==> config.mk <==
export PLATFORM = sky130hd
export DESIGN_NAME = spec_mem_filter
export DESIGN_NICKNAME = d
export VERILOG_FILES = /design/src/rtl/spec_mem_filter.sv
export SDC_FILE = /design/constraint.sdc
export NUM_CORES = 1
export LEC_CHECK = 0
export CAP_MARGIN = 20
export CORE_AREA = 5 5 207 209
export CTS_CLUSTER_SIZE = 8
export DETAILED_ROUTE_END_ITERATION = 8
export DIE_AREA = 0 0 212 214
export HOLD_SLACK_MARGIN = 0.06
export SETUP_SLACK_MARGIN = 0.1
export SLEW_MARGIN = 5
export SYNTH_ARGS = -nofsm -noshare
export SYNTH_HDL_FRONTEND = slang
export SYNTH_SLANG_ARGS = --single-unit
==> constraint.sdc <==
create_clock -name clk -period 6.1 [get_ports clk]
set_clock_uncertainty 0.1 [all_clocks]
set_input_delay 1.22 -clock clk [delete_from_list [all_inputs] [get_ports clk]]
set_output_delay 1.22 -clock clk [all_outputs]
set_load 0.005 [all_outputs]
==> src/rtl/spec_mem_filter.sv <==
module spec_mem_filter #(
  parameter int AW = 32,
  parameter int DW = 64,
  parameter int FW = 4,
  parameter int RW = 8
) (
  input  logic          clk,
  input  logic          rst_n,
  input  logic          mis_mode,
  input  logic          req_valid,
  output logic          req_ready,
  input  logic [AW-1:0] req_addr,
  input  logic [DW-1:0] req_wdata,
  input  logic          req_write,
  input  logic          req_uncache,
  input  logic          req_locked,
  input  logic          req_syscall,
  output logic          rsp_valid,
  output logic [DW-1:0] rsp_rdata,
  output logic [FW-1:0] rsp_fault,
  output logic [RW-1:0] rsp_result,
  output logic          arch_req_valid,
  input  logic          arch_req_ready,
  output logic [AW-1:0] arch_addr,
  output logic [DW-1:0] arch_wdata,
  output logic          arch_write,
  output logic          arch_uncache,
  output logic          arch_locked,
  output logic          arch_syscall,
  input  logic          arch_rsp_valid,
  input  logic [DW-1:0] arch_rdata,
  input  logic [FW-1:0] arch_fault,
  input  logic [RW-1:0] arch_result,
  output logic          spec_req_valid,
  input  logic          spec_req_ready,
  output logic [AW-1:0] spec_addr,
  output logic [DW-1:0] spec_wdata,
  output logic          spec_write,
  input  logic          spec_rsp_valid,
  input  logic [DW-1:0] spec_rdata,
  input  logic [FW-1:0] spec_fault,
  input  logic [RW-1:0] spec_result
);

  typedef enum logic [2:0] {
    S_IDLE, S_ARCH_REQ, S_ARCH_WAIT, S_SPEC_REQ, S_SPEC_WAIT
  } state_t;

  state_t        st;
  logic [AW-1:0] h_addr;
  logic [DW-1:0] h_wdata;
  logic          h_write, h_uncache, h_locked, h_syscall;

  logic accept, side_effect;

  assign req_ready   = (st == S_IDLE);
  assign accept      = req_valid && req_ready;
  assign side_effect = req_uncache || req_locked || req_syscall;

  assign arch_req_valid = (st == S_ARCH_REQ);
  assign arch_addr      = h_addr;
  assign arch_wdata     = h_wdata;
  assign arch_write     = h_write;
  assign arch_uncache   = h_uncache;
  assign arch_locked    = h_locked;
  assign arch_syscall   = h_syscall;

  assign spec_req_valid = (st == S_SPEC_REQ);
  assign spec_addr      = h_addr;
  assign spec_wdata     = h_wdata;
  assign spec_write     = h_write;

  always_ff @(posedge clk) begin
    if (!rst_n) begin
      st         <= S_IDLE;
      h_addr     <= '0;
      h_wdata    <= '0;
      h_write    <= 1'b0;
      h_uncache  <= 1'b0;
      h_locked   <= 1'b0;
      h_syscall  <= 1'b0;
      rsp_valid  <= 1'b0;
      rsp_rdata  <= '0;
      rsp_fault  <= '0;
      rsp_result <= '0;
    end else begin
      rsp_valid <= 1'b0;
      case (st)
        S_IDLE: if (accept) begin
          h_addr    <= req_addr;
          h_wdata   <= req_wdata;
          h_write   <= req_write;
          h_uncache <= req_uncache;
          h_locked  <= req_locked;
          h_syscall <= req_syscall;
          if (!mis_mode) begin
            st <= S_ARCH_REQ;
          end else if (side_effect) begin
            rsp_valid  <= 1'b1;
            rsp_rdata  <= '0;
            rsp_fault  <= '0;
            rsp_result <= '0;
          end else begin
            st <= S_SPEC_REQ;
          end
        end
        S_ARCH_REQ: if (arch_req_ready) st <= S_ARCH_WAIT;
        S_ARCH_WAIT: if (arch_rsp_valid) begin
          rsp_valid  <= 1'b1;
          rsp_rdata  <= arch_rdata;
          rsp_fault  <= arch_fault;
          rsp_result <= arch_result;
          st         <= S_IDLE;
        end
        S_SPEC_REQ: if (spec_req_ready) st <= S_SPEC_WAIT;
        S_SPEC_WAIT: if (spec_rsp_valid) begin
          rsp_valid  <= 1'b1;
          rsp_rdata  <= (spec_fault != '0) ? '0 : spec_rdata;
          rsp_fault  <= spec_fault;
          rsp_result <= spec_result;
          st         <= S_IDLE;
        end
        default: st <= S_IDLE;
      endcase
    end
  end

endmodule

==> impl_metrics.py <==
metrics = {
    "synth": {
        "ys_seq_area_share_pct": 42.90,
        "synth_edf_count": 0,
        "synth_nets": 1258,
        "synthFlopType": "dfxtp_1",
        "netlist_area_mm2": 0.008401,
        "synth_cell_type_count": 32,
        "synth_common_cells": "nand2_1 (267), dfxtp_1 (180), a21boi_0 (102)",
        "synth_top_area_share_pct": 42.90,
        "ys_ff_latch": 180,
        "ys_warn_count": 0,
        "synthCells": 998,
        "yosys.area.top_type": "dfxtp_1",
        "yosys-top-cells-area": "dfxtp_1 (43%), nand2_1 (12%), a21boi_0 (9.1%)",
        "syn_avg_cell_area_um2": 8.417,
        "ys_async_sr_fraction_pct": 0,
        "synth.most_common_cell": "nand2_1",
    },
    "sta": {
        "finalCritPeriodShare_pct": 62.43,
        "slew_violations": 0,
        "finalCriticalPeriod_ps": 3808,
        "setup_slack_ps": 2292,
        "rsz0062_at_grt": "false",
        "tightest_slew_ps": 998.7,
        "setup_viol": 0,
        "setup_tns_ps": 0,
        "slew_headroom_pct": 33.42,
        "clock.fmax_ghz": 0.2626,
        "finalHoldViolCount": 0,
    },
    "final_layout": {
        "layout.nets": 1626,
        "drive_gt1_share_pct": 4.206,
        "area_growth_syn_to_layout_pct": 67.32,
        "antennaDiodeCount": 0,
    },
    "route": {
        "drc": 0,
        "vias": 8592,
        "ant_nets": 0,
        "firstDrtPassIters": 4,
        "via_per_inst": 4.496,
        "post_drt_wl_per_cell_um": 19.15,
        "dr.first_iter.drc_count": 319,
        "postRouteWirelength_um": 36600,
    },
    "outcome": {
        "status": "finished clean",
    },
    "die": {
        "io_pins": 537,
        "dieArea_mm2": 0.04537,
        "fp.dieW_um": 212,
        "rows": 74,
        "die_h_um": 214,
        "start_util_pct": 20.67,
        "coreArea_mm2": 0.04065,
    },
    "worst_setup_path": {
        "cp.required_ps": 4780,
        "cp_max_fo": 85,
        "crit_type": "reg2out",
        "critPathLaunchType": "flip-flop",
        "reg2reg_slack_ps": 3230,
        "cp.arrival_ps": 2490,
        "end_kind": "output pin",
    },
    "pwr": {
        "p_leak_nw": 4.694,
        "clkPwrFrac_pct": 37.4,
        "switchingPower_w": 0.0008235,
        "power_density_mw_per_mm2": 223.3,
        "netSwitchingFraction_pct": 26.24,
        "power_frac_seq_pct": 41.4,
        "peakVddDrop_mv": 0.1535,
        "p_int_w": 0.002315,
        "p_comb_share_pct": 21.2,
    },
    "clocking": {
        "cts_tree": "done",
        "cts-hold-fix-buffers": 0,
        "clock-sinks": 180,
        "numCtsBuffers": 17,
        "cts_resized": 0,
        "postCtsSetupBuffers": 0,
        "clk_pin_slew_ps": 70,
        "root_buffer": "clkbuf_16",
        "htreeDepth": 4,
        "clk_latency_ps": 450,
        "clk_path_buf_depth": 2,
    },
    "global_routing": {
        "grt_start_max_net_pins": 140,
        "antenna_found_initial": 4,
        "track_usage_pct": 15.40,
        "grt_pass1_vias": 8703,
        "grt_pass1_wl_um": 54210,
        "gr-total-overflow": 0,
    },
    "run": {
        "cap_violations": 0,
    },
    "place": {
        "dp_hpwl_um": 27800,
        "io_buffer_count": 536,
        "pre_cts_slack_ps": 2254,
        "gp_congestion": 0.8284,
    },
    "min_path": {
        "hold_path_class": "reg2reg",
    },
}
power groups by stage:
stage	sequential (W)	clock (W)	combinational, W
floorplan	0.00130	0	0.000280
global placement	0.00133	0	0.000675
detailed placement	0.00133	0	0.000677
CTS	0.00130	0.00122	0.000680
global route	0.00131	0.00126	0.000719
finish	0.00130	0.00117	0.000665
flip-flops by register name, summed over array words and instances (netlist names), 3 cells and up:
name,cells
arch_wdata,64
rsp_rdata,64
arch_addr,32
rsp_result,8
rsp_fault,4
st,3
cell usage in the layout (no fill, tap or decap), types with 2 or more instances in the layout:
cell type / count
a21boi_0: 102
a22oi_1: 13
a31o_1: 5
a31o_2: 7
a32o_1: 64
buf_4: 9
bufinv_16: 2
clkbuf_16: 17
clkbuf_8: 8
clkdlybuf4s50_1: 535
clkinvlp_4: 2
dfxtp_1: 179
mux2i_1: 2
nand2_1: 266
nand3b_1: 3
nor2b_1: 2
nor4_1: 12
o211ai_1: 64
o21ai_0: 64
per-stage QoR:
stage | utilization [%] | cell area, µm² | cells | total power (W) | hold slack, ps
after global routing | 34.58 | 14060 | 1911 | 0.003290 | 399.9
after global placement | 33.02 | 13420 | 1878 | 0.002000 | 353.3
after floorplan | - | 8401 | 998 | 0.001585 | 360.0
final | 34.58 | 14060 | 1911 | 0.003138 | 364.2
after CTS | 34.56 | 14050 | 1910 | 0.003200 | 366.5
after detailed placement | 33.02 | 13420 | 1878 | 0.002005 | 356.9
metal layers:
metal / vias up / routed length (µm) / track usage, %
met4: 8 / 996 / 5.712
li1: 4147 / - / -
met3: 35 / 3425 / 5.852
met5: - / 67 / 0
met2: 374 / 18260 / 27.48
met1: 4028 / 13840 / 16.42
final cells by class:
type                            instances  area (µm²)
Sequential cell                       180        3607
Clock buffer                           26       539.3
Inverter                                1       3.754
Clock inverter                          6       88.84
Tap cell                              532       665.6
Timing Repair Buffer                  546        5454
Multi-Input combinational cell        620        3697
Fill cell                            4191       26590
path summary, 6_finish.rpt:
kind                    endpoint   startpoint  cells after the start
setup / recovery  arch_req_valid        st[0]                      2
hold / removal       arch_locked  arch_locked                      2
hold reg to reg      arch_locked  arch_locked                      2
setup reg to reg  arch_wdata[53]        st[0]                      5
worst max-delay path: stages (launching register included):
cell and delay, ps:
dfxtp_4 910, nor3b_1 420, clkdlybuf4s50_1 610
cell families (layout without fill, tap and decap cells):
kind of cell / count (synthesis) / in the layout / share of synthesized area (%)
AOI/OAI and AO/OA: 323 / 323 / 29.06
and+or+nand+nor: 295 / 295 / 14.25
buffers and inverters: 198 / 579 / 13.55
DFF: 180 / 180 / 42.90
muxes: 2 / 2 / 0.2383
Power figures use the tool's default switching activity.
